==> config.mk <==
export PLATFORM = sky130hd
export DESIGN_NAME = core_clk_div
export DESIGN_NICKNAME = d
export VERILOG_FILES = /design/src/rtl/core_clk_div_pkg.sv /design/src/rtl/ccd_rst_sync.sv /design/src/rtl/ccd_ratio_dec.sv /design/src/rtl/ccd_phase_ctr.sv /design/src/rtl/ccd_out_reg.sv /design/src/rtl/core_clk_div.sv
export SDC_FILE = /design/constraint.sdc
export NUM_CORES = 1
export LEC_CHECK = 0
export BUFFER_PORTS_ARGS = -buffer_cell sky130_fd_sc_hd__buf_2
export CAP_MARGIN = 20
export CORE_MARGIN = 2
export CORE_UTILIZATION = 30
export CTS_CLUSTER_DIAMETER = 150
export CTS_CLUSTER_SIZE = 30
export DETAILED_ROUTE_END_ITERATION = 8
export GPL_ROUTABILITY_DRIVEN = 0
export PLACE_DENSITY = 0.46
export SYNTH_ARGS = -nofsm -noshare
export SYNTH_HDL_FRONTEND = slang
export SYNTH_SLANG_ARGS = --single-unit
==> constraint.sdc <==
create_clock -name clk_src -period 1.1 [get_ports clk_src]
set_input_delay 0.055 -clock clk_src [delete_from_list [all_inputs] [get_ports clk_src]]
set_output_delay 0.055 -clock clk_src [all_outputs]
set_load 0.01 [all_outputs]
==> src/rtl/core_clk_div_pkg.sv <==
package core_clk_div_pkg;

  // Smallest half-period in source cycles (divide-by-two).
  localparam int unsigned HALF_MIN = 1;

  // Number of flops in the reset-release synchroniser.
  localparam int unsigned RST_STAGES = 2;

  // Current phase of the core clock within one period.
  typedef enum logic {
    PH_LOW  = 1'b0,
    PH_HIGH = 1'b1
  } phase_e;

endpackage

==> src/rtl/ccd_rst_sync.sv <==
module ccd_rst_sync #(
  parameter int unsigned STAGES = 2
) (
  input  logic clk,
  input  logic rst_n_async,
  output logic rst_n_sync
);

  logic [STAGES-1:0] sync_q;
  logic [STAGES-1:0] sync_d;

  always_comb begin
    sync_d = {sync_q[STAGES-2:0], 1'b1};
  end

  always_ff @(posedge clk or negedge rst_n_async) begin
    if (!rst_n_async) begin
      sync_q <= '0;
    end else begin
      sync_q <= sync_d;
    end
  end

  assign rst_n_sync = sync_q[STAGES-1];

endmodule

==> src/rtl/ccd_ratio_dec.sv <==
module ccd_ratio_dec #(
  parameter int unsigned DIV_W = 7
) (
  input  logic [DIV_W-1:0] sel,
  output logic [DIV_W-1:0] half
);

  // Settings below two both map to the minimum half-period.
  always_comb begin
    if (sel < DIV_W'(2)) begin
      half = DIV_W'(core_clk_div_pkg::HALF_MIN);
    end else begin
      half = sel;
    end
  end

endmodule

==> src/rtl/ccd_phase_ctr.sv <==
module ccd_phase_ctr #(
  parameter int unsigned DIV_W = 7,
  localparam int unsigned CNT_W = DIV_W + 1
) (
  input  logic             clk,
  input  logic             rst_n,
  input  logic [DIV_W-1:0] half_new,
  output logic             start_d,
  output logic             changed_d,
  output logic [CNT_W-1:0] cnt_d,
  output logic [DIV_W-1:0] half_d
);

  logic [CNT_W-1:0] cnt_q;
  logic [DIV_W-1:0] half_q;
  logic             last_q;
  logic             last_d;

  // Next-state: wrap and load a new ratio only when the period ends.
  always_comb begin
    start_d = last_q;
    if (last_q) begin
      half_d    = half_new;
      cnt_d     = '0;
      changed_d = (half_new != half_q);
    end else begin
      half_d    = half_q;
      cnt_d     = cnt_q + CNT_W'(1);
      changed_d = 1'b0;
    end
    last_d = (cnt_d == ({half_d, 1'b0} - CNT_W'(1)));
  end

  always_ff @(posedge clk or negedge rst_n) begin
    if (!rst_n) begin
      cnt_q  <= '0;
      half_q <= DIV_W'(core_clk_div_pkg::HALF_MIN);
      last_q <= 1'b1;
    end else begin
      cnt_q  <= cnt_d;
      half_q <= half_d;
      last_q <= last_d;
    end
  end

endmodule

==> src/rtl/ccd_out_reg.sv <==
module ccd_out_reg #(
  parameter int unsigned DIV_W = 7,
  localparam int unsigned CNT_W = DIV_W + 1
) (
  input  logic             clk,
  input  logic             rst_n,
  input  logic             start_d,
  input  logic             changed_d,
  input  logic [CNT_W-1:0] cnt_d,
  input  logic [DIV_W-1:0] half_d,
  output logic             core_clk,
  output logic             core_tick,
  output logic             cfg_applied
);

  import core_clk_div_pkg::*;

  phase_e phase_d;
  phase_e phase_q;
  logic   tick_q;
  logic   applied_q;

  always_comb begin
    phase_d = (cnt_d < {1'b0, half_d}) ? PH_HIGH : PH_LOW;
  end

  always_ff @(posedge clk or negedge rst_n) begin
    if (!rst_n) begin
      phase_q   <= PH_LOW;
      tick_q    <= 1'b0;
      applied_q <= 1'b0;
    end else begin
      phase_q   <= phase_d;
      tick_q    <= start_d;
      applied_q <= start_d & changed_d;
    end
  end

  assign core_clk    = (phase_q == PH_HIGH);
  assign core_tick   = tick_q;
  assign cfg_applied = applied_q;

endmodule

==> src/rtl/core_clk_div.sv <==
module core_clk_div #(
  parameter int unsigned DIV_W = 7
) (
  input  logic             clk_src,
  input  logic             rst_n,
  input  logic [DIV_W-1:0] div_sel,
  output logic             core_clk,
  output logic             core_tick,
  output logic             cfg_applied
);

  localparam int unsigned CNT_W = DIV_W + 1;

  logic             rst_n_i;
  logic [DIV_W-1:0] half_new;
  logic             start_d;
  logic             changed_d;
  logic [CNT_W-1:0] cnt_d;
  logic [DIV_W-1:0] half_d;

  ccd_rst_sync #(
    .STAGES(core_clk_div_pkg::RST_STAGES)
  ) u_rst_sync (
    .clk        (clk_src),
    .rst_n_async(rst_n),
    .rst_n_sync (rst_n_i)
  );

  ccd_ratio_dec #(
    .DIV_W(DIV_W)
  ) u_ratio_dec (
    .sel (div_sel),
    .half(half_new)
  );

  ccd_phase_ctr #(
    .DIV_W(DIV_W)
  ) u_phase_ctr (
    .clk      (clk_src),
    .rst_n    (rst_n_i),
    .half_new (half_new),
    .start_d  (start_d),
    .changed_d(changed_d),
    .cnt_d    (cnt_d),
    .half_d   (half_d)
  );

  ccd_out_reg #(
    .DIV_W(DIV_W)
  ) u_out_reg (
    .clk        (clk_src),
    .rst_n      (rst_n_i),
    .start_d    (start_d),
    .changed_d  (changed_d),
    .cnt_d      (cnt_d),
    .half_d     (half_d),
    .core_clk   (core_clk),
    .core_tick  (core_tick),
    .cfg_applied(cfg_applied)
  );

endmodule

# After elaboration in Yosys (flattened, before gate mapping)
# Index checks and enable logic that the tools add are counted.
# Widths: inputs -> output; s select.
# word_totals
regBits	21
wordCells	19
# classes
add_sub_neg	2
magnitude_cmp	2
n_eq_ne	2
muxes	5
bitwise	1
# ops
cell	count
$mux 7	2
$add 8x1->8 const B	1
$eq 8x8->1	1
$lt 8x7->1	1
$mux 8	1
$sub 8x1->8 const B	1
$lt 7x2->1 const B	1
$ne 7x7->1	1
$mux 1	2
$and 1x1->1	1

# Depth between registers and ports, before layout
# depth
depth_word	5
ltp_mapped	9
ltp_nobuf	8

# Cells and area by module
# A second synthesis with hierarchy kept.
# hier_totals
cells_unflattened	143
area_unflattened_um2	1470.2
# modules_own_cells
mod	instances	cells_each	area_per_inst_um2	seq_area_each_um2
ccd_phase_ctr	1	105	1134.8	402.9
ccd_out_reg	1	26	241.5	75.1
ccd_rst_sync	1	3	53.8	50.0
ccd_ratio_dec	1	9	40.0	0.0

# Worst setup path after synthesis
# Ideal clock, no wire load.
# synth_timing
kind	register -> register
startpoint	reg u_phase_ctr.last_q, in the netlist u_phase_ctr.start_d
endpoint	reg u_phase_ctr.last_q, in the netlist u_phase_ctr.start_d
setup_time_ns	0.105
arrival_ns	2.238
setup_slack_ns	-1.243
path_stages_with_launch	9
n_path_buf	1
period_less_slack_ns	2.343
cell_sequence	dfstp_2 > buf_4 > mux2i_1 > a21boi_1 > ha_1 > xnor2_1 > a2111oi_0 > o211ai_1 > a2111oi_2
# synth_between
elab_chain_len	3
word_cells_on_any_way	4
classes_between	1 x add/sub; 1 x eq/ne; 2 x mux
# synth_rtl
item	line	source
start: declaration	ccd_phase_ctr.sv:16	logic last_q;
start signal: assignment	ccd_phase_ctr.sv:42	last_q <= last_d;
$mux 7	ccd_phase_ctr.sv:22	if (last_q) begin
$sub 8x1->8	ccd_phase_ctr.sv:31	last_d = (cnt_d == ({half_d, 1'b0} - CNT_W'(1)));
$eq 8x8->1 *	ccd_phase_ctr.sv:31	
net u_phase_ctr.last_d	ccd_phase_ctr.sv:17	logic last_d;
# Mark *: on every way through the listed nets, which the timed path passes. The rest lies on a longest branch.

# Worst setup path after layout
# Ends and elaborated chain as after synthesis.

==> results list <==
* WP buf/inv: 0
* Path type of the worst min-delay path: input port to async pin
* Final standard cell area without fillers: 2130 µm²
- Top achievable clock speed: roughly 0.44 GHz
* Post-detailed-route via-to-cell ratio: approximately 4.7
- Slowest library cell on the worst path: dfstp_2
- Mapped cell area: approximately 1200 µm²
- Net switching fraction of the power: about 38%
- Final std cells w/o fill: approximately 240
* Synth area leader: dfrtp_1
- Relative to the synthesized area, the layout overhead comes to 74.6%.
- The routed layout has 1,096 vias.
- Fin. max-slew vios: 0
* Yosys warnings: 0
- The clock net in this run drives a total of 21 sinks.
- The floorplan has 23 rows.
- Data on the critical path arrives at its endpoint at around 2.4 ns.
- Number of port buffers: 11
- A synthesized cell averages around 11 µm².
* Placed insts: between 200 and 250
- Leakage power total: 0.000924 µW
- DRC violations left: 0
* Die ar.: roughly 4600 µm²
- The number of nets in the synthesized netlist is ~130.
- Internal power contribution: 3800 µW
* Result of the run: finished with violations
- Critical-path maximum fanout: 7
- For this block, the routed nets add up to around 3.3 mm of wire.
- The first routing iteration left 36 violations.
* Antenna Nets Post-Route: 0
- Power spent charging and discharging nets: roughly 2300 µW
- Relative contribution of combinational cells to total power: a little over two thirds
- After the last flow step, the layout net total stands at 201.
- Of the cells placed in the final design, the portion with a size suffix greater than 1 is roughly 60%.
* Total congestion overflow after global routing: 0
- Total power consumption of the routed design: between 6000 and 7000 µW
- Worst stage delay on the critical path: approximately 0.6 ns
- Core region area: ~3900 µm²
- Setup violations remaining at the end of the flow were counted as 18.
* Number of iterations in the first detailed-routing pass: 4
- Wire length of the first global-routing pass: approximately 5.3 mm
* Unique masters post-synth: 36
- Y dimension of the die: approximately 68 µm
* HPWL reported at the end of detailed placement: ~2.4 mm
* Max-cap check violation count: 0
- Via count of the first global-routing pass: around 1,100
- Summed over its instances, the top area cell type makes up 39.0% of the synthesized netlist area.
- Final Cycle Share: 207%
- Number of antenna diodes: 0
- In this run the number of H-tree levels came out at 1.
- The clock network is responsible for 8.9% of the overall power.
- The worst setup path is launched from a flop.
* Sequential group share of total power: 21.0%
- In this run, synthesis produced a sequential element count of 21.
* Cell area after placement: approximately 1700 µm²
- Overall fraction of global-route tracks in use: roughly 16%
- Top-level I/O count: 12
* Clock period minus worst slack: ~2.3 ns
* Violations in the final reports: setup timing
- The hold violation total from the final report is 0.
- Post-detailed-route wirelength per cell: roughly 14 µm
* Sequential-to-total area share from yosys stat: 43.3%
* Setup repair after global routing missed its margin: true
- Grouping stages by cell kind, the critical path spends the most delay in compound AO/OA/AOI/OAI gates.
- The worst setup path is of the flop to flop kind.
- Dividing total power by cell area gives a power density of approximately 2900 nW/µm².
- Cells along the critical path: mux2i_1, a21boi_2, ha_2, xnor2_1, a2111oi_1, o211ai_1, a2111oi_2
- The root buffer cell chosen for the clock tree is clkbuf_8.
* Initial standard-cell utilization of the core: a little under a third
- Clock tree from TritonCTS: yes
- After clock tree synthesis, the clock-pin slew on the worst setup and hold paths is ~0.080 ns.
* Crit path setup slack, layout: -1.18 ns
- Clock latency of the later-clocked register in the worst-skew pair: between 0.2 and 0.3 ns
- Initial antenna violation count: 0
* Deepest clock path buffer count: 2
* Endpoint kind of the worst setup timing path: flop
- Buffers inserted during clock tree synthesis total 3.
- Area contributors post-synth: dfrtp_1 (39%), xnor2_1 (11%), ha_1 (6.2%), mux2i_1 (5.7%), dfstp_2 (4.3%)
- Synthesis produced a netlist whose cell count is between 100 and 150.
* Worst voltage drop across the vdd grid: 1.38 mV
- The clock arrives with approximately 0.0026 ns of skew.
- Maximum number of pins on one net before global-route repair: 15
* Chip width: between 60 and 70 µm
- Data on the critical path is required at its endpoint by 1.27 ns.
==> Yosys cell counts, drive strengths merged <==
master and n:
ha 6, mux2i 8, o21a 1, nand4 1, o211ai 2, nor2b 2, nor3 2, conb 1
dfstp 2, xor2 5, o21ai 3, mux2 1, nor3b 1, or4 2, nand2 4, nand3 4
a31o 1, o41a 1, and3 2, a21oi 4, xnor2 16, nor2 7, o2111ai 2, a2111oi 3
or3 1, inv 7, nor4 1, a21boi 1, buf 2, or3b 1, dfrtp 19
==> area by class of cell <==
cell class	instances	area, µm²
Inverter	7	26.3
Fill cell	334	1810
Sequential cell	21	528
Multi-Input combinational cell	83	896
Clock buffer	3	41.3
Timing Repair Buffer	70	567
Tap cell	50	62.6
Clock inverter	1	7.51
==> layout by cell type (no fill, tap or decap), types with 2 or more instances in the layout <==
| cell type | netlist | layout |
|---|---|---|
| a21oi_1 | 3 | 2 |
| buf_12 | 0 | 2 |
| buf_2 | 0 | 11 |
| buf_4 | 2 | 45 |
| buf_6 | 0 | 11 |
| clkbuf_8 | 0 | 3 |
| dfrtp_1 | 19 | 19 |
| dfstp_2 | 2 | 2 |
| ha_1 | 6 | 2 |
| ha_4 | 0 | 3 |
| inv_1 | 7 | 6 |
| mux2i_1 | 7 | 3 |
| mux2i_2 | 1 | 5 |
| nand2_1 | 4 | 3 |
| nand3_2 | 1 | 2 |
| nor2_1 | 7 | 3 |
| nor2_2 | 0 | 2 |
| nor2_4 | 0 | 2 |
| nor2b_1 | 2 | 2 |
| nor3_1 | 2 | 2 |
| o211ai_1 | 2 | 2 |
| o21ai_1 | 0 | 3 |
| or4_1 | 2 | 2 |
| xnor2_1 | 16 | 10 |
| xnor2_2 | 0 | 4 |
| xnor2_4 | 0 | 2 |
| xor2_1 | 5 | 5 |
==> power groups by stage <==
stage | registers [µW] | clock network, µW | logic [µW]
2_1_floorplan | 1270 | 0 | 1640
3_3_place_gp | 1250 | 0 | 2940
3_5_place_dp | 1250 | 0 | 2990
4_1_cts | 1260 | 560 | 3500
5_1_grt | 1320 | 588 | 4640
6_report | 1280 | 541 | 4270
==> state kept, by name, summed over array words and instances, names as in the netlist <==
name	cells
u_out_reg.cfg_applied	1
u_out_reg.core_clk	1
u_out_reg.core_tick	1
u_phase_ctr.cnt_q	8
u_phase_ctr.half_q	7
u_phase_ctr.start_d	1
u_rst_sync.sync_q	2
==> path summary, 6_finish.rpt <==
path,from,endpoint,slack (ns),cells after the start
worst max-delay path,u_phase_ctr.start_d,u_phase_ctr.start_d,-1.18,7
worst min-delay path,rst_n,u_rst_sync.sync_q[1],0.08,2
min in group clk_src,div_sel[1],u_phase_ctr.half_q[1],0.31,5
worst min register to register,u_rst_sync.sync_q[1],u_phase_ctr.half_q[5],0.12,0
worst max register to register,u_phase_ctr.start_d,u_phase_ctr.start_d,-1.18,7
max in group asynchronous,u_rst_sync.sync_q[1],u_phase_ctr.half_q[0],0.52,1
==> kinds of logic (layout without fill, tap and decap cells) <==
| group | Yosys count | after routing | synth area share (%) |
|---|---|---|---|
| fa+ha+maj | 6 | 6 | 6.16 |
| other cells | 1 | 1 | 0.308 |
| mux | 9 | 9 | 7.80 |
| xor+xnor | 21 | 21 | 15.1 |
| compound gates | 18 | 18 | 11.4 |
| buf+inv | 9 | 81 | 3.39 |
| simple gates | 28 | 28 | 12.5 |
| flops | 21 | 21 | 43.3 |
==> what timing repair did <==
item	4_1_cts	5_1_grt
resized for setup	24	29
hold buffers	1	0
setup endpoints to repair	17	18
setup buffers	6	9
hold endpoints to repair	2	0
pin swaps	3	10
==> stage by stage <==
| step | hold slack [ns] | util [%] | TNS [ns] | setup slack (ns) |
|---|---|---|---|---|
| 6_report | 0.0840 | 54.0 | -6.31 | -1.18 |
| 5_1_grt | 0.101 | 54.0 | -7.29 | -1.28 |
| 4_1_cts | 0.0760 | 48.5 | -5.78 | -1.20 |
| 3_5_place_dp | -0.158 | 43.4 | -5.53 | -1.20 |
| 3_3_place_gp | -0.161 | 43.4 | -5.27 | -1.11 |
| 2_1_floorplan | -0.241 | - | -2.73 | -1.11 |
==> per-layer routing <==
| metal | global-route usage [%] | part of all wire [%] | vias to the layer above |
|---|---|---|---|
| li1 | - | - | 546 |
| met1 | 22.6 | 48 | 528 |
| met2 | 23.0 | 47 | 15 |
| met3 | 2.50 | 2.5 | 7 |
| met4 | 7.14 | 2.0 | 0 |
| met5 | 0 | 0 | - |
(Power assumes the default switching activity.)
